**src/rtl/strap_cfg_pkg.sv**
```systemverilog
package strap_cfg_pkg;

    localparam int CFG_W_DEF = 2;

    // straps as read from the pins, all active low
    typedef struct packed {
        logic sel_n;
        logic hs_cs_n;
        logic ls_cs_n;
        logic ser_cs_n;
    } strap_pins_t;

    typedef struct packed {
        logic scsi;
        logic hs_bus;
        logic ls_bus;
        logic ser;
        logic reg5;
    } module_en_t;

    localparam module_en_t EN_NONE = '{default: 1'b0};

    // a high pin (pulled up, floating) means "not asserted"
    function automatic module_en_t decode_en(strap_pins_t p, logic first_cfg);
        module_en_t e;
        e.scsi   = !p.sel_n &&  p.hs_cs_n;
        e.hs_bus =  p.sel_n &&  p.hs_cs_n;
        e.ls_bus =  p.ls_cs_n && first_cfg;
        e.ser    =  p.ser_cs_n;
        e.reg5   =  first_cfg;
        return e;
    endfunction

endpackage

```
**src/rtl/strap_capture.sv**
```systemverilog
module strap_capture
    import strap_cfg_pkg::*;
#(
    parameter int CFG_W = CFG_W_DEF
) (
    input  logic                 clk,
    input  logic                 por_n,
    input  strap_pins_t          pins_i,
    input  logic [CFG_W-1:0]     addr_i,
    output strap_pins_t          pins_q,
    output logic [CFG_W-1:0]     addr_q,
    output logic                 live_q
);

    // track the pins while reset holds; freeze on release
    always_ff @(posedge clk) begin
        if (!por_n) begin
            pins_q <= pins_i;
            addr_q <= addr_i;
        end
        live_q <= por_n;
    end

endmodule

```
**src/rtl/strap_decode.sv**
```systemverilog
module strap_decode
    import strap_cfg_pkg::*;
#(
    parameter int CFG_W = CFG_W_DEF
) (
    input  strap_pins_t          pins,
    input  logic [CFG_W-1:0]     addr,
    output module_en_t           en,
    output logic [CFG_W-1:0]     idx
);

    localparam logic [CFG_W-1:0] FIRST_CFG = '1;

    logic first_cfg;

    always_comb begin
        first_cfg = (addr == FIRST_CFG);
        en        = decode_en(pins, first_cfg);
        idx       = ~addr;
    end

endmodule

```
**src/rtl/cfg_hold.sv**
```systemverilog
module cfg_hold
    import strap_cfg_pkg::*;
#(
    parameter int CFG_W = CFG_W_DEF
) (
    input  logic                 clk,
    input  logic                 por_n,
    input  logic                 live_q,
    input  module_en_t           en_d,
    input  logic [CFG_W-1:0]     idx_d,
    output module_en_t           en_q,
    output logic [CFG_W-1:0]     idx_q
);

    always_ff @(posedge clk) begin
        if (!por_n) begin
            en_q  <= EN_NONE;
            idx_q <= '0;
        end else if (!live_q) begin
            en_q  <= en_d;
            idx_q <= idx_d;
        end
    end

endmodule

```
**src/rtl/strap_cfg_sampler.sv**
```systemverilog
module strap_cfg_sampler
    import strap_cfg_pkg::*;
#(
    parameter int CFG_W = CFG_W_DEF
) (
    input  logic             clk,
    input  logic             por_n,
    input  logic             bus_sel_strap_n,
    input  logic             hs_cs_strap_n,
    input  logic             ls_cs_strap_n,
    input  logic             ser_cs_strap_n,
    input  logic [CFG_W-1:0] addr_strap,
    output logic             scsi_en,
    output logic             hs_bus_en,
    output logic             ls_bus_en,
    output logic             ser_en,
    output logic             reg5_keep,
    output logic [CFG_W-1:0] cfg_idx
);

    strap_pins_t      pins_in;
    strap_pins_t      pins_q;
    logic [CFG_W-1:0] addr_q;
    logic             live_q;
    module_en_t       en_d;
    module_en_t       en_q;
    logic [CFG_W-1:0] idx_d;

    assign pins_in = '{sel_n:    bus_sel_strap_n,
                       hs_cs_n:  hs_cs_strap_n,
                       ls_cs_n:  ls_cs_strap_n,
                       ser_cs_n: ser_cs_strap_n};

    strap_capture #(.CFG_W(CFG_W)) u_cap (
        .clk    (clk),
        .por_n  (por_n),
        .pins_i (pins_in),
        .addr_i (addr_strap),
        .pins_q (pins_q),
        .addr_q (addr_q),
        .live_q (live_q)
    );

    strap_decode #(.CFG_W(CFG_W)) u_dec (
        .pins (pins_q),
        .addr (addr_q),
        .en   (en_d),
        .idx  (idx_d)
    );

    cfg_hold #(.CFG_W(CFG_W)) u_hold (
        .clk    (clk),
        .por_n  (por_n),
        .live_q (live_q),
        .en_d   (en_d),
        .idx_d  (idx_d),
        .en_q   (en_q),
        .idx_q  (cfg_idx)
    );

    assign scsi_en   = en_q.scsi;
    assign hs_bus_en = en_q.hs_bus;
    assign ls_bus_en = en_q.ls_bus;
    assign ser_en    = en_q.ser;
    assign reg5_keep = en_q.reg5;

endmodule

```
**config.mk**
```make
export PLATFORM = sky130hd
export DESIGN_NAME = strap_cfg_sampler
export DESIGN_NICKNAME = d
export VERILOG_FILES = /design/src/rtl/strap_cfg_pkg.sv /design/src/rtl/strap_capture.sv /design/src/rtl/strap_decode.sv /design/src/rtl/cfg_hold.sv /design/src/rtl/strap_cfg_sampler.sv
export SDC_FILE = /design/constraint.sdc
export NUM_CORES = 1
export LEC_CHECK = 0
export BUFFER_PORTS_ARGS = -buffer_cell sky130_fd_sc_hd__buf_2
export CORE_MARGIN = 10
export CORE_UTILIZATION = 35
export DETAILED_ROUTE_END_ITERATION = 7
export PLACE_DENSITY = 0.55
export SETUP_SLACK_MARGIN = 0.3
export SLEW_MARGIN = 10
export SYNTH_ARGS = -nofsm -noshare
export SYNTH_HDL_FRONTEND = slang
export SYNTH_HIERARCHICAL = 1
export SYNTH_SLANG_ARGS = --single-unit
```
**constraint.sdc**
```tcl
create_clock -name clk -period 1 [get_ports clk]
set_input_delay 0.2 -clock clk [delete_from_list [all_inputs] [get_ports clk]]
set_output_delay 0.2 -clock clk [all_outputs]
set_load 0.02 [all_outputs]
```
# After elaboration in Yosys (flattened, before gate mapping)
# Index checks and enable logic that the tools add are counted.
word_totals:
  in_bits: 8
  word_cells: 18
  ff_bits: 14
classes:
  reduce_logical: 4
  eq_ne: 1
  bitwise_logic: 1
ops:
  columns: ["cell", "n"]
  rows:
  - ["logical AND 1 bit", 3]
  - ["equality test 2 bit, second input constant", 1]
  - ["inverter 2 bit", 1]
  - ["logical NOT 1 bit", 1]

# Longest topological paths before layout
# Gate-level depths: netlist of run 1.
logic_depth:
  ltp_word: 2
  mapped_depth: 4
  depth_no_buf: 3

# Hierarchy
# The synthesis of run 1 kept the hierarchy.
by_module_without_submodules:
  columns: ["mod", "seq_area_each_um2", "area_each_um2", "cells_each", "n_inst"]
  rows:
  - ["cfg_hold", 140.1, 265.3, 22, 1]
  - ["strap_capture", 200.2, 203.9, 8, 1]
  - ["strap_decode", 0.0, 51.3, 8, 1]

# Least setup slack after synthesis of run 1
# Ideal clock, no wire load.
synth_timing:
  kind: "flip-flop to flip-flop"
  from: "register u_cap.addr_q[1]"
  to: "register, netlist name u_hold/en_q[0]"
  slack_ns: 0.089
  setup_ns: 0.116
  arrival_time_ns: 0.795
  path_stages_with_launch: 5
  t_required_ns: 0.884
  synth_period_minus_slack_ns: 0.911
  cell_sequence: "edfxtp_1 and2_1 buf_4 mux2i_1 nor2b_1"
synth_via:
  elab_chain_len: 1
synth_lines:
  columns: ["item", "line_no", "text"]
  rows:
  - ["from (decl)", "strap_capture.sv:11", "output logic [CFG_W-1:0] addr_q,"]
  - ["from (signal assigned)", "strap_capture.sv:19", "addr_q <= addr_i;"]
  - ["equality test 2 bit", "strap_decode.sv:17", "first_cfg = (addr == FIRST_CFG);"]
  - ["via u_dec.first_cfg", "strap_decode.sv:14", "logic first_cfg;"]
# The timed path passes the listed nets, and every way through them passes these cells.
# A chain may end at the register's enable or synchronous reset.

# Worst setup path after layout of run 1
layout_timing:
  from: "register u_hold.idx_q[0]"
  to: "output port cfg_idx[0]"
layout_lines:
  columns: ["item", "line_no", "text"]
  rows:
  - ["from (decl)", "cfg_hold.sv:12", "output logic [CFG_W-1:0] idx_q"]
  - ["from (signal assigned)", "cfg_hold.sv:21", "idx_q <= idx_d;"]
  - ["to (decl)", "strap_cfg_sampler.sv:18", "output logic [CFG_W-1:0] cfg_idx"]
# No word-level cell between the ends.

==> impl_results.html, run 1 <==
<table>
<tr><th>Metric</th><th>Value</th></tr>
<tr><th colspan="2">Global route</th></tr>
<tr><td>Met1 Track Usage GR</td><td>5.41%</td></tr>
<tr><td>Maximum number of pins on one net before global-route repair</td><td>10</td></tr>
<tr><td>GR met3 Demand/Resource</td><td>around 3.6%</td></tr>
<tr><td>Grt total ovfl</td><td>0</td></tr>
<tr><td>Number of global-route vias before repair</td><td>330</td></tr>
<tr><td>GRT Overall Usage</td><td>5.22%</td></tr>
<tr><td>Number of antenna violations at the first check in global routing</td><td>0</td></tr>
<tr><td>Most heavily used metal layer in global routing</td><td>met2</td></tr>
<tr><td>Global routing met2 resource utilization</td><td>7.13%</td></tr>
<tr><td>Global-route wire length before repair</td><td>~1400 µm</td></tr>
<tr><th colspan="2">Worst hold path</th></tr>
<tr><td>Number of stages on the worst hold path</td><td>1</td></tr>
<tr><td>Worst Hold End</td><td>u_cap/addr_q[0]</td></tr>
<tr><td>Min-Delay Path Class</td><td>input port to register</td></tr>
<tr><td>Origin of the worst min-delay path</td><td>addr_strap[0]</td></tr>
<tr><th colspan="2">Cells and area</th></tr>
<tr><td>Ratio of cells with drive above 1 in the final layout</td><td>53.7%</td></tr>
<tr><td>Antenna Cells</td><td>0</td></tr>
<tr><td>Synth-to-layout area growth</td><td>30.3%</td></tr>
<tr><td>Number of nets in the finished design</td><td>64</td></tr>
<tr><th colspan="2">Setup path</th></tr>
<tr><td>Type of the worst setup path</td><td>register to output pin</td></tr>
<tr><td>Standard cell with the maximum stage delay on the critical path</td><td>sky130_fd_sc_hd__dfxtp_2</td></tr>
<tr><td>Startpoint type of the worst setup path</td><td>register</td></tr>
<tr><td>Data required, critical path</td><td>0.80 ns</td></tr>
<tr><td>Number of cells traversed by the worst register-to-register path</td><td>3</td></tr>
<tr><td>List of cells traversed by the critical path</td><td>buf_6</td></tr>
<tr><td>Crit-path leading delay family</td><td>flip-flops</td></tr>
<tr><td>Data arrival, critical path</td><td>0.72 ns</td></tr>
<tr><td>Maximum fanout along the worst path</td><td>2</td></tr>
<tr><td>Reg-to-reg slack, setup</td><td>0.10 ns</td></tr>
<tr><td>Setup crit end kind</td><td>output pin</td></tr>
<tr><td>Crit Reg-Reg Endpoint</td><td>u_hold/en_q[2]</td></tr>
<tr><td>Slowest stage delay, CP</td><td>0.34 ns</td></tr>
<tr><td>Number of buffer and inverter instances along the worst setup path</td><td>1</td></tr>
<tr><td>Beginning of the worst register-to-register path</td><td>u_cap/addr_q[1]</td></tr>
<tr><th colspan="2">Synth</th></tr>
<tr><td>Number of distinct library cells after synthesis</td><td>11</td></tr>
<tr><td>Synth area leader</td><td>sky130_fd_sc_hd__edfxtp_1</td></tr>
<tr><td>Flip-flop cell with the highest count after synthesis</td><td>sky130_fd_sc_hd__dfxtp_1</td></tr>
<tr><td>Most frequent cells after synthesis</td><td>sky130_fd_sc_hd__dfxtp_1 (8), sky130_fd_sc_hd__mux2i_1 (7), sky130_fd_sc_hd__nor2b_1 (7)</td></tr>
<tr><td>Fraction of registers with async set/reset</td><td>0%</td></tr>
<tr><td>Number of flops mapped to enable cells by yosys</td><td>6</td></tr>
<tr><td>Syn Std Cell Area</td><td>520 µm²</td></tr>
<tr><td>Post-synthesis net count</td><td>46</td></tr>
<tr><td>Register bit total from synthesis</td><td>14</td></tr>
<tr><td>Post-Synthesis Cells</td><td>38</td></tr>
<tr><td>Top area cells in the synthesized netlist</td><td>sky130_fd_sc_hd__edfxtp_1 (35%), sky130_fd_sc_hd__dfxtp_1 (31%), sky130_fd_sc_hd__mux2i_1 (13%)</td></tr>
<tr><td>Register area share after synthesis</td><td>about 65%</td></tr>
<tr><td>Most numerous cell in the Yosys netlist</td><td>sky130_fd_sc_hd__dfxtp_1</td></tr>
<tr><td>Area share of the largest cell type after synthesis</td><td>between 30% and 40%</td></tr>
<tr><td>Mean post-synth cell area</td><td>13.7 µm²</td></tr>
<tr><td>Synthesis warning total</td><td>6</td></tr>
<tr><th colspan="2">Floorplanning</th></tr>
<tr><td>Die Height</td><td>58.6 µm</td></tr>
<tr><td>Area of the core</td><td>between 1000 and 1500 µm²</td></tr>
<tr><td>Starting Density</td><td>38.6%</td></tr>
<tr><td>Die Width</td><td>58.6 µm</td></tr>
<tr><td>Row cnt</td><td>13</td></tr>
<tr><td>Count of boundary I/O pins</td><td>15</td></tr>
<tr><td>Area enclosed by the die boundary</td><td>3430 µm²</td></tr>
<tr><th colspan="2">Drt</th></tr>
<tr><td>Avg Vias per Cell</td><td>around 4.5</td></tr>
<tr><td>Pre-antenna DRT Iters</td><td>2</td></tr>
<tr><td>Violation count after the first detailed-routing iteration</td><td>3</td></tr>
<tr><td>Detailed-route DRC error count</td><td>0</td></tr>
<tr><td>Routed WL</td><td>853 µm</td></tr>
<tr><td>Count of antenna-violating nets left after detailed routing</td><td>0</td></tr>
<tr><td>Wire per inst</td><td>around 12 µm</td></tr>
<tr><td>Total via count in the routed design</td><td>313</td></tr>
<tr><th colspan="2">Clock tree</th></tr>
<tr><td>Root buffer selected by CTS</td><td>sky130_fd_sc_hd__clkbuf_4</td></tr>
<tr><td>Total clock buffers created by CTS</td><td>3</td></tr>
<tr><td>Max Buffers Root-to-Sink</td><td>2</td></tr>
<tr><td>Number of clock sinks</td><td>14</td></tr>
<tr><td>TritonCTS clock tree</td><td>built</td></tr>
<tr><td>Latest clock arrival within the worst-skew pair</td><td>0.27 ns</td></tr>
<tr><td>H-Tree Depth</td><td>1</td></tr>
<tr><td>CTS Hold Buffers Added</td><td>0</td></tr>
<tr><td>Clock slew at the register clock pins of the worst setup and hold paths</td><td>0.08 ns</td></tr>
<tr><th colspan="2">Timing</th></tr>
<tr><td>Minimum period implied by the final worst setup slack</td><td>between 0.9 and 1 ns</td></tr>
<tr><td>Maximum clock frequency</td><td>1080 MHz</td></tr>
<tr><td>Max_slew headroom</td><td>86.2%</td></tr>
<tr><td>Final Slew Violations</td><td>0</td></tr>
<tr><td>Final period utilization</td><td>a little over 90%</td></tr>
<tr><td>Number of failing setup endpoints in the final timing report</td><td>0</td></tr>
<tr><td>Slew at the pin closest to its max-slew limit</td><td>0.206 ns</td></tr>
<tr><td>Unrepaired setup endpoints after global routing</td><td>yes</td></tr>
<tr><td>Setup Total Neg Slack</td><td>0 ns</td></tr>
<tr><td>Worst setup skew after layout</td><td>0.00616 ns</td></tr>
<tr><td>Final worst hold slack</td><td>0.101 ns</td></tr>
<tr><td>Final-report hold violation count</td><td>0</td></tr>
<tr><th colspan="2">Power and ir drop</th></tr>
<tr><td>Worst voltage drop across the vdd grid</td><td>between 800 and 900 µV</td></tr>
<tr><td>Total leakage power</td><td>roughly 0.31 nW</td></tr>
<tr><td>Pwr per Cell Area</td><td>1590 nW/µm²</td></tr>
<tr><th colspan="2">Job</th></tr>
<tr><td>Max-cap violations</td><td>0</td></tr>
<tr><th colspan="2">Placed design</th></tr>
<tr><td>GP Congestion</td><td>0.623</td></tr>
<tr><td>Quantity of I/O buffers inserted on ports</td><td>14</td></tr>
<tr><th colspan="2">Run status</th></tr>
<tr><td>Status</td><td>complete, no violations</td></tr>
</table>
layer usage:
| layer | vias to the layer above | routed length (µm) |
|---|---|---|
| li1 | 156 | - |
| met1 | 146 | 369 |
| met2 | 11 | 382 |
| met3 | 0 | 101 |
| met4 | 0 | 0 |
| met5 | - | 0 |
placed cells by master, fill, tap and decap left out:
| cell type | count |
|---|---|
| sky130_fd_sc_hd__nor2b_1 | 7 |
| sky130_fd_sc_hd__buf_2 | 7 |
| sky130_fd_sc_hd__edfxtp_1 | 6 |
| sky130_fd_sc_hd__and2_4 | 1 |
| sky130_fd_sc_hd__dfxtp_2 | 7 |
| sky130_fd_sc_hd__and2_1 | 1 |
| sky130_fd_sc_hd__and2b_2 | 1 |
| sky130_fd_sc_hd__dfxtp_4 | 1 |
| sky130_fd_sc_hd__buf_4 | 2 |
| sky130_fd_sc_hd__inv_1 | 3 |
| sky130_fd_sc_hd__mux2i_1 | 7 |
| sky130_fd_sc_hd__buf_6 | 7 |
| sky130_fd_sc_hd__clkbuf_4 | 3 |
| sky130_fd_sc_hd__and3_1 | 1 |
state kept, by name, indices dropped and copies added (netlist names):
signal and count:
u_cap/pins_q 4, u_hold/idx_q 2, u_hold/en_q 5, u_cap/addr_q 2
u_cap/live_q 1
logic make-up after synthesis:
kind of cell / after synthesis / synth area share (%)
DFF: 14 / 65.4
and+or+nand+nor: 11 / 13.9
buffers and inverters: 6 / 7.21
muxes: 7 / 13.5
what timing repair did:
item / in CTS / in global routing
setup endpoints to repair: 14 / 14
buffers inserted: 2 / 0
pin swaps: 1 / 1
gates resized for setup: 22 / 0
worst max path at each step:
stage,slack [ns],endpoint,cells past startpoint,startpoint
finish,0.08,cfg_idx[0],1,u_hold/idx_q[0]
global route,0.03,u_hold/en_q[2],3,u_cap/addr_q[1]
CTS,0.07,cfg_idx[0],1,u_hold/idx_q[0]
detailed placement,0.11,u_hold/en_q[2],3,u_cap/addr_q[1]
global placement,0.15,u_hold/en_q[2],3,u_cap/addr_q[1]
floorplan,0.09,u_hold/en_q[0],4,u_cap/addr_q[0]
metrics by stage:
| step | std cells | worst slack, ns | util (%) | total power, mW | area [µm²] |
|---|---|---|---|---|---|
| 6_report | 69 | 0.0775 | 50.2 | 1.08 | 678 |
| 5_1_grt | 69 | 0.0330 | 50.2 | 1.14 | 678 |
| 4_1_cts | 69 | 0.0688 | 50.2 | 1.10 | 678 |
| 3_5_place_dp | 64 | 0.113 | 43.4 | 0.773 | 586 |
| 3_3_place_gp | 64 | 0.151 | 43.4 | 0.768 | 586 |
| 2_1_floorplan | 38 | 0.0898 | - | 0.743 | 523 |
power by group:
part | total [mW] | leakage [nW] | internal, mW | switching [mW]
registers | 0.662 | 0.128 | 0.637 | 0.0247
clock network | 0.293 | 0.0138 | 0.139 | 0.154
logic | 0.123 | 0.166 | 0.0725 | 0.0509
area by class of cell:
cell class / count / area, µm²
clock buffer: 3 / 22.5
tap: 15 / 18.8
timing repair buffer: 16 / 129
sequential: 14 / 353
fill: 122 / 672
multi-input combinational: 18 / 144
inverter: 3 / 11.3
No activity file was read; power rests on OpenSTA's default activity.
==> run 2, diff against run 1 <==
--- a/config.mk
+++ b/config.mk
@@ -7,9 +7,10 @@
 export LEC_CHECK = 0
 export BUFFER_PORTS_ARGS = -buffer_cell sky130_fd_sc_hd__buf_2
 export CORE_MARGIN = 10
-export CORE_UTILIZATION = 35
+export CORE_UTILIZATION = 40
 export DETAILED_ROUTE_END_ITERATION = 7
-export PLACE_DENSITY = 0.55
+export MAX_ROUTING_LAYER = met4
+export PLACE_DENSITY = 0.61
 export SETUP_SLACK_MARGIN = 0.3
 export SLEW_MARGIN = 10
 export SYNTH_ARGS = -nofsm -noshare
==> run 2 against run 1 <==
Net effect: sequential share of layout area shrank 1.9 points; hold slack lost 0.0066 ns; combinational power is 8% higher; final cell count up 4.3%; worst setup slack got worse by 0.0084 ns; non-clock buffer count grew 3; clock-buffer cell count unchanged; critical endpoint is now cfg_idx[1]; die area is 8.3% lower; total power increased by 2.6%; highest routed layer is now met4; maximum frequency down 0.90%.
==> impl_results.html, run 2 (synthesis results as in run 1) <==
<table>
<tr><th>Metric</th><th>Value</th></tr>
<tr><th colspan="2">Run status</th></tr>
<tr><td>Status</td><td>complete, no violations</td></tr>
<tr><th colspan="2">Clock tree</th></tr>
<tr><td>TritonCTS clock tree</td><td>built</td></tr>
<tr><td>Number of clock sinks</td><td>14 (unchanged)</td></tr>
<tr><td>Latest clock arrival within the worst-skew pair</td><td>0.27 ns (about the same)</td></tr>
<tr><td>Total clock buffers created by CTS</td><td>3 (unchanged)</td></tr>
<tr><td>Max Buffers Root-to-Sink</td><td>2 (unchanged)</td></tr>
<tr><td>CTS Hold Buffers Added</td><td>0 (unchanged)</td></tr>
<tr><td>Clock slew at the register clock pins of the worst setup and hold paths</td><td>0.08 ns (about the same)</td></tr>
<tr><td>Root buffer selected by CTS</td><td>sky130_fd_sc_hd__clkbuf_4</td></tr>
<tr><td>H-Tree Depth</td><td>1 (unchanged)</td></tr>
<tr><th colspan="2">Floorplanning</th></tr>
<tr><td>Area of the core</td><td>1170 µm² (-13%)</td></tr>
<tr><td>Row cnt</td><td>12 (-1)</td></tr>
<tr><td>Count of boundary I/O pins</td><td>15 (unchanged)</td></tr>
<tr><td>Die Height</td><td>56.1 µm (-4.3%)</td></tr>
<tr><td>Area enclosed by the die boundary</td><td>3140 µm² (-8.3%)</td></tr>
<tr><td>Starting Density</td><td>44.4% (+5.9 points)</td></tr>
<tr><td>Die Width</td><td>56.1 µm (-4.3%)</td></tr>
<tr><th colspan="2">Global route</th></tr>
<tr><td>Number of antenna violations at the first check in global routing</td><td>0 (unchanged)</td></tr>
<tr><td>Maximum number of pins on one net before global-route repair</td><td>10 (unchanged)</td></tr>
<tr><td>Number of global-route vias before repair</td><td>339 (+2.7%)</td></tr>
<tr><td>GRT Overall Usage</td><td>6.17% (+0.95 points)</td></tr>
<tr><td>Global-route wire length before repair</td><td>1480 µm (+8.6%)</td></tr>
<tr><td>Grt total ovfl</td><td>0 (unchanged)</td></tr>
<tr><th colspan="2">Power and ir drop</th></tr>
<tr><td>Total leakage power</td><td>0.324 nW (+5.2%)</td></tr>
<tr><td>Pwr per Cell Area</td><td>1570 nW/µm² (-1.0%)</td></tr>
<tr><td>Worst voltage drop across the vdd grid</td><td>921 µV (+13%)</td></tr>
<tr><th colspan="2">Setup path</th></tr>
<tr><td>Maximum fanout along the worst path</td><td>2 (unchanged)</td></tr>
<tr><td>Slowest stage delay, CP</td><td>0.34 ns (about the same)</td></tr>
<tr><td>Type of the worst setup path</td><td>register to output pin</td></tr>
<tr><td>Startpoint type of the worst setup path</td><td>register</td></tr>
<tr><td>Data arrival, critical path</td><td>0.73 ns (about the same)</td></tr>
<tr><td>Crit-path leading delay family</td><td>flip-flops</td></tr>
<tr><td>Path length in cells of the critical path</td><td>1 (unchanged)</td></tr>
<tr><td>Data required, critical path</td><td>0.80 ns (about the same)</td></tr>
<tr><td>List of cells traversed by the critical path</td><td>buf_6</td></tr>
<tr><td>Standard cell with the maximum stage delay on the critical path</td><td>sky130_fd_sc_hd__dfxtp_2</td></tr>
<tr><td>Number of cells traversed by the worst register-to-register path</td><td>3 (unchanged)</td></tr>
<tr><td>Setup crit end kind</td><td>output pin</td></tr>
<tr><td>Number of buffer and inverter instances along the worst setup path</td><td>1 (unchanged)</td></tr>
<tr><th colspan="2">Cells and area</th></tr>
<tr><td>Number of nets in the finished design</td><td>67 (+4.7%)</td></tr>
<tr><td>Final Instance Area</td><td>703 µm² (+3.7%)</td></tr>
<tr><td>Largest register FFs</td><td>5 (unchanged)</td></tr>
<tr><td>Ratio of cells with drive above 1 in the final layout</td><td>56.9% (+3.2 points)</td></tr>
<tr><td>Final non-filler cell total</td><td>72 (+4.3%)</td></tr>
<tr><td>Antenna Cells</td><td>0 (unchanged)</td></tr>
<tr><td>Biggest register</td><td>u_hold/en_q</td></tr>
<tr><td>Fin util</td><td>60.0% (+9.8 points)</td></tr>
<tr><td>Largest regs</td><td>u_hold/en_q x5, u_cap/pins_q x4</td></tr>
<tr><td>Highest-count cells in the layout ignoring fill and taps</td><td>sky130_fd_sc_hd__buf_2 (7), sky130_fd_sc_hd__buf_6 (7), sky130_fd_sc_hd__mux2i_1 (7), sky130_fd_sc_hd__nor2b_1 (7), sky130_fd_sc_hd__dfxtp_2 (7)</td></tr>
<tr><td>Synth-to-layout area growth</td><td>35.1%</td></tr>
<tr><th colspan="2">Drt</th></tr>
<tr><td>Avg Vias per Cell</td><td>4.50 (-0.80%)</td></tr>
<tr><td>Violation count after the first detailed-routing iteration</td><td>3 (unchanged)</td></tr>
<tr><td>Pre-antenna DRT Iters</td><td>3 (+1)</td></tr>
<tr><td>Total via count in the routed design</td><td>324 (+3.5%)</td></tr>
<tr><td>Wire per inst</td><td>12.0 µm (-2.6%)</td></tr>
<tr><td>Count of antenna-violating nets left after detailed routing</td><td>0 (unchanged)</td></tr>
<tr><td>Routed WL</td><td>867 µm (+1.6%)</td></tr>
<tr><td>Detailed-route DRC error count</td><td>0 (unchanged)</td></tr>
<tr><th colspan="2">Timing</th></tr>
<tr><td>Setup Total Neg Slack</td><td>0 ns (unchanged)</td></tr>
<tr><td>Unrepaired setup endpoints after global routing</td><td>yes</td></tr>
<tr><td>Final Slew Violations</td><td>0 (unchanged)</td></tr>
<tr><td>Final period utilization</td><td>93.1% (+0.84 points)</td></tr>
<tr><td>Maximum clock frequency</td><td>1070 MHz (-0.90%)</td></tr>
<tr><td>Minimum period implied by the final worst setup slack</td><td>0.931 ns (+0.00835 ns)</td></tr>
<tr><td>Max_slew headroom</td><td>86.2% (about the same)</td></tr>
<tr><td>Worst setup skew after layout</td><td>0.00101 ns (-0.00515 ns)</td></tr>
<tr><td>Number of failing setup endpoints in the final timing report</td><td>0 (unchanged)</td></tr>
<tr><td>Slew at the pin closest to its max-slew limit</td><td>0.206 ns (+0.000300 ns)</td></tr>
<tr><td>Final-report hold violation count</td><td>0 (unchanged)</td></tr>
<tr><th colspan="2">Placed design</th></tr>
<tr><td>GP Congestion</td><td>0.704 (+13%)</td></tr>
<tr><td>Count of placed standard cells including taps</td><td>63 (-1.6%)</td></tr>
<tr><td>Quantity of I/O buffers inserted on ports</td><td>14 (unchanged)</td></tr>
<tr><td>Post-Place Cell Area</td><td>584 µm² (-0.21%)</td></tr>
<tr><th colspan="2">Worst hold path</th></tr>
<tr><td>Min-Delay Path Class</td><td>input port to register</td></tr>
<tr><td>Number of stages on the worst hold path</td><td>1 (unchanged)</td></tr>
<tr><th colspan="2">Job</th></tr>
<tr><td>Max-cap violations</td><td>0 (unchanged)</td></tr>
</table>
run 2: cell types whose count changed in the layout (fill, tap and decap cells not counted):
cell,change
sky130_fd_sc_hd__buf_4,+3
sky130_fd_sc_hd__clkinv_1,+1
sky130_fd_sc_hd__inv_1,-1
sky130_fd_sc_hd__inv_2,+1
run 2: what timing repair did:
item,CTS,global route
endpoints found under the setup margin,14,14
gates resized for setup,23,0
pin swaps,2,0
buffers inserted,2,3
run 2: area by class of cell:
type                       instances  area, µm²
inverter                           3       11.3
clock inverter                     1       3.75
sequential                        14        353
tap                               14       17.5
timing repair buffer              19        151
clock buffer                       3       22.5
multi-input combinational         18        144
fill                              96        468
run 2: stage by stage:
stage | total power, mW | setup slack, ns | hold WS [ns]
6_report | 1.11 | 0.0692 | 0.0945
2_1_floorplan | 0.743 | 0.0898 | 0.228
4_1_cts | 1.11 | 0.0563 | 0.0864
3_3_place_gp | 0.768 | 0.155 | 0.377
3_5_place_dp | 0.773 | 0.128 | 0.379
5_1_grt | 1.17 | 0.0172 | 0.0736
run 2: power breakdown:
group	switching [mW]	internal, mW	leakage (nW)	total, mW
sequential	0.0257	0.637	0.128	0.663
clock	0.166	0.145	0.0154	0.311
combinational	0.0526	0.0808	0.181	0.133
total	0.244	0.863	0.324	1.11
run 2: worst paths after layout:
kind,startpoint,end,slack [ns]
max,u_hold/idx_q[1],cfg_idx[1],0.07
min,ls_cs_strap_n,u_cap/pins_q[1],0.09
min reg2reg,u_hold/en_q[3],u_hold/en_q[3],0.53
max reg2reg,u_cap/addr_q[1],u_hold/en_q[2],0.11
run 2: routing by layer:
layer / vias to the layer above / global-route usage, % / share of wire [%] / wire, µm
li1: 161 / - / - / -
met1: 146 / 5.57 / 40 / 349
met2: 13 / 9.61 / 51 / 444
met3: 4 / 2.96 / 5.5 / 48
met4: 0 / 5.12 / 2.9 / 25
met5: - / - / 0 / 0
==> run 3, diff against run 2 <==
--- a/config.mk
+++ b/config.mk
@@ -6,12 +6,13 @@
 export NUM_CORES = 1
 export LEC_CHECK = 0
 export BUFFER_PORTS_ARGS = -buffer_cell sky130_fd_sc_hd__buf_2
-export CORE_MARGIN = 10
 export CORE_UTILIZATION = 40
 export DETAILED_ROUTE_END_ITERATION = 7
+export GPL_TIMING_DRIVEN = 0
 export MAX_ROUTING_LAYER = met4
 export PLACE_DENSITY = 0.61
 export SETUP_SLACK_MARGIN = 0.3
+export SKIP_LAST_GASP = 1
 export SLEW_MARGIN = 10
 export SYNTH_ARGS = -nofsm -noshare
 export SYNTH_HDL_FRONTEND = slang
==> run 3 against run 2 <==
Net effect: first-iteration DRC count shrank 33%; clock-buffer cell count is the same; via count shrank 2.5%; largest power group unchanged; critical path depth grew 3; critical path type is now register to register.
==> impl_results.html, run 3 (synthesis results as in run 1) <==
<table>
<tr><th>Metric</th><th>Value</th></tr>
<tr><th colspan="2">Cells and area</th></tr>
<tr><td>Antenna Cells</td><td>0 (unchanged)</td></tr>
<tr><td>Number of nets in the finished design</td><td>67 (unchanged)</td></tr>
<tr><td>Final Instance Area</td><td>696 µm² (-1.1%)</td></tr>
<tr><td>Synth-to-layout area growth</td><td>33.7%</td></tr>
<tr><td>Largest regs</td><td>u_hold/en_q x5, u_cap/pins_q x4</td></tr>
<tr><td>Biggest register</td><td>u_hold/en_q</td></tr>
<tr><td>Highest-count cells in the layout ignoring fill and taps</td><td>sky130_fd_sc_hd__buf_2 (7), sky130_fd_sc_hd__buf_6 (7), sky130_fd_sc_hd__dfxtp_2 (7), sky130_fd_sc_hd__mux2i_1 (7), sky130_fd_sc_hd__nor2b_1 (7)</td></tr>
<tr><td>Ratio of cells with drive above 1 in the final layout</td><td>54.4% (-2.5 points)</td></tr>
<tr><td>Largest register FFs</td><td>5 (unchanged)</td></tr>
<tr><td>Fin util</td><td>60.2% (+0.13 points)</td></tr>
<tr><th colspan="2">Power and ir drop</th></tr>
<tr><td>Power dissipated by switching net loads</td><td>0.235 mW (-3.9%)</td></tr>
<tr><td>Logic pwr share</td><td>13.1% (+1.0 points)</td></tr>
<tr><td>Total leakage power</td><td>0.322 nW (-0.65%)</td></tr>
<tr><td>Pint</td><td>0.862 mW (about the same)</td></tr>
<tr><td>Pwr per Cell Area</td><td>1580 nW/µm² (+0.14%)</td></tr>
<tr><td>Share of total power in sequential cells</td><td>59.9% (about the same)</td></tr>
<tr><td>Switching portion of total power</td><td>21.4% (-0.66 points)</td></tr>
<tr><td>Worst voltage drop across the vdd grid</td><td>759 µV (-18%)</td></tr>
<tr><td>Power share of the clock group</td><td>27.0% (-1.0 points)</td></tr>
<tr><th colspan="2">Clock tree</th></tr>
<tr><td>H-Tree Depth</td><td>1 (unchanged)</td></tr>
<tr><td>TritonCTS clock tree</td><td>built</td></tr>
<tr><td>Max Buffers Root-to-Sink</td><td>2 (unchanged)</td></tr>
<tr><td>Latest clock arrival within the worst-skew pair</td><td>0.27 ns (about the same)</td></tr>
<tr><td>Root buffer selected by CTS</td><td>sky130_fd_sc_hd__clkbuf_4</td></tr>
<tr><td>Clock slew at the register clock pins of the worst setup and hold paths</td><td>0.07 ns (about the same)</td></tr>
<tr><td>Number of clock sinks</td><td>14 (unchanged)</td></tr>
<tr><td>Total clock buffers created by CTS</td><td>3 (unchanged)</td></tr>
<tr><th colspan="2">Timing</th></tr>
<tr><td>Final-report hold violation count</td><td>0 (unchanged)</td></tr>
<tr><td>Slew at the pin closest to its max-slew limit</td><td>0.203 ns (-0.00387 ns)</td></tr>
<tr><td>Final period utilization</td><td>96.8% (+3.8 points)</td></tr>
<tr><td>Number of failing setup endpoints in the final timing report</td><td>0 (unchanged)</td></tr>
<tr><td>Minimum period implied by the final worst setup slack</td><td>0.968 ns (+0.0376 ns)</td></tr>
<tr><td>Max_slew headroom</td><td>86.5% (+0.26 points)</td></tr>
<tr><td>Setup Total Neg Slack</td><td>0 ns (unchanged)</td></tr>
<tr><td>Worst setup skew after layout</td><td>0.00199 ns (+0.000988 ns)</td></tr>
<tr><td>Unrepaired setup endpoints after global routing</td><td>yes</td></tr>
<tr><td>Maximum clock frequency</td><td>1030 MHz (-3.9%)</td></tr>
<tr><td>Final worst hold slack</td><td>0.101 ns (+0.00651 ns)</td></tr>
<tr><td>Final Slew Violations</td><td>0 (unchanged)</td></tr>
<tr><th colspan="2">Setup path</th></tr>
<tr><td>Data arrival, critical path</td><td>1.13 ns (+0.40 ns)</td></tr>
<tr><td>Setup crit end kind</td><td>register</td></tr>
<tr><td>Beginning of the worst register-to-register path</td><td>u_cap/addr_q[1]</td></tr>
<tr><td>Reg-to-reg slack, setup</td><td>0.03 ns (-0.08 ns)</td></tr>
<tr><td>Type of the worst setup path</td><td>register to register</td></tr>
<tr><td>Startpoint type of the worst setup path</td><td>register</td></tr>
<tr><td>Crit Reg-Reg Endpoint</td><td>u_hold/en_q[0]</td></tr>
<tr><td>Maximum fanout along the worst path</td><td>3 (+1)</td></tr>
<tr><td>Number of cells traversed by the worst register-to-register path</td><td>4 (+1)</td></tr>
<tr><td>Data required, critical path</td><td>1.16 ns (+0.36 ns)</td></tr>
<tr><th colspan="2">Run status</th></tr>
<tr><td>Status</td><td>complete, no violations</td></tr>
<tr><th colspan="2">Global route</th></tr>
<tr><td>Maximum number of pins on one net before global-route repair</td><td>10 (unchanged)</td></tr>
<tr><td>Grt total ovfl</td><td>0 (unchanged)</td></tr>
<tr><td>Global-route wire length before repair</td><td>1210 µm (-18%)</td></tr>
<tr><td>Number of global-route vias before repair</td><td>328 (-3.2%)</td></tr>
<tr><td>GRT Overall Usage</td><td>13.4% (+7.3 points)</td></tr>
<tr><td>Number of antenna violations at the first check in global routing</td><td>0 (unchanged)</td></tr>
<tr><th colspan="2">Floorplanning</th></tr>
<tr><td>Area of the core</td><td>1160 µm² (-1.3%)</td></tr>
<tr><td>Die Height</td><td>38.1 µm (-32%)</td></tr>
<tr><td>Starting Density</td><td>45.0% (+0.58 points)</td></tr>
<tr><td>Count of boundary I/O pins</td><td>15 (unchanged)</td></tr>
<tr><td>Row cnt</td><td>12 (unchanged)</td></tr>
<tr><td>Area enclosed by the die boundary</td><td>1450 µm² (-54%)</td></tr>
<tr><td>Die Width</td><td>38.1 µm (-32%)</td></tr>
<tr><th colspan="2">Worst hold path</th></tr>
<tr><td>Min-Delay Path Class</td><td>input port to register</td></tr>
<tr><td>Origin of the worst min-delay path</td><td>hs_cs_strap_n</td></tr>
<tr><td>Number of stages on the worst hold path</td><td>1 (unchanged)</td></tr>
<tr><td>Worst Hold End</td><td>u_cap/pins_q[2]</td></tr>
<tr><th colspan="2">Job</th></tr>
<tr><td>Max-cap violations</td><td>0 (unchanged)</td></tr>
<tr><th colspan="2">Placed design</th></tr>
<tr><td>Post-Place Cell Area</td><td>611 µm² (+4.5%)</td></tr>
<tr><td>Sum of net half-perimeters after detailed placement</td><td>550 µm</td></tr>
<tr><td>Quantity of I/O buffers inserted on ports</td><td>14 (unchanged)</td></tr>
<tr><td>GP Congestion</td><td>0.665 (-5.5%)</td></tr>
<tr><th colspan="2">Drt</th></tr>
<tr><td>Routed WL</td><td>718 µm (-17%)</td></tr>
<tr><td>Total via count in the routed design</td><td>316 (-2.5%)</td></tr>
<tr><td>Top layer used by detailed routing</td><td>met3</td></tr>
<tr><td>Pre-antenna DRT Iters</td><td>4 (+1)</td></tr>
<tr><td>Violation count after the first detailed-routing iteration</td><td>2 (-1)</td></tr>
<tr><td>Met2 wirelength from detailed routing</td><td>417 µm (-6.1%)</td></tr>
<tr><td>Count of antenna-violating nets left after detailed routing</td><td>0 (unchanged)</td></tr>
<tr><td>Wire per inst</td><td>10.1 µm (-16%)</td></tr>
<tr><td>Detailed-route DRC error count</td><td>0 (unchanged)</td></tr>
<tr><td>Routed metal-1 wirelength</td><td>261 µm (-25%)</td></tr>
<tr><td>Avg Vias per Cell</td><td>4.45 (-1.1%)</td></tr>
<tr><td>Routed length on met3</td><td>39 µm (-19%)</td></tr>
</table>
run 3: cell count changes in the layout (fill, tap and decap cells not counted), sizes merged:
| cell | previous run | this run |
|---|---|---|
| clkinv | 1 | 0 |
run 3: power by group through the flow:
| stage | Sequential (mW) | Clock, mW | Combinational (mW) |
|---|---|---|---|
| final | 0.657 | 0.296 | 0.144 |
| after global routing | 0.662 | 0.340 | 0.155 |
| after CTS | 0.657 | 0.306 | 0.136 |
| after detailed placement | 0.665 | 0 | 0.120 |
| after global placement | 0.662 | 0 | 0.115 |
| after floorplan | 0.681 | 0 | 0.0616 |
run 3: layout make-up:
| cell class | count | area [µm²] |
|---|---|---|
| Timing Repair Buffer | 16 | 125 |
| Multi-Input combinational cell | 18 | 144 |
| Sequential cell | 14 | 349 |
| Buffer | 3 | 26.3 |
| Clock buffer | 3 | 22.5 |
| Tap cell | 14 | 17.5 |
| Inverter | 3 | 11.3 |
| Fill cell | 97 | 460 |
run 3: critical path, stage by stage, from the launching register on:
cell	delay, ns
sky130_fd_sc_hd__edfxtp_1	0.41
sky130_fd_sc_hd__and2_1	0.17
sky130_fd_sc_hd__buf_4	0.12
sky130_fd_sc_hd__mux2i_1	0.11
sky130_fd_sc_hd__nor2b_1	0.06
run 3: metal layers:
metal	up-vias	GRT usage, %
met2	13	24.2
met4	0	8.04
li1	161	-
met1	142	11.5
met5	-	-
met3	0	5.23
run 3: worst max-delay path by stage:
stage | slack, ns | cells past startpoint | endpoint | startpoint
CTS | 0.03 | 4 | u_hold/en_q[0] | u_cap/addr_q[0]
floorplan | 0.09 | 4 | u_hold/en_q[0] | u_cap/addr_q[0]
global route | -0.01 | 4 | u_hold/en_q[0] | u_cap/addr_q[1]
detailed placement | 0.04 | 4 | u_hold/en_q[0] | u_cap/addr_q[0]
global placement | 0.07 | 4 | u_hold/en_q[0] | u_cap/addr_q[0]
finish | 0.03 | 4 | u_hold/en_q[0] | u_cap/addr_q[1]
run 3: metrics by stage:
step / total power, mW / std cells / setup slack, ns
detailed placement: 0.785 / 66 / 0.0388
global placement: 0.777 / 66 / 0.0672
finish: 1.10 / 71 / 0.0316
CTS: 1.10 / 69 / 0.0287
global route: 1.16 / 71 / -0.0143
floorplan: 0.743 / 38 / 0.0898
run 3: timing repair:
action | in CTS | in global routing
resized for setup | 18 | 1
hold buffers | 0 | 0
pin swaps | 0 | 1
setup endpoints to repair | 14 | 14
setup buffers | 0 | 2
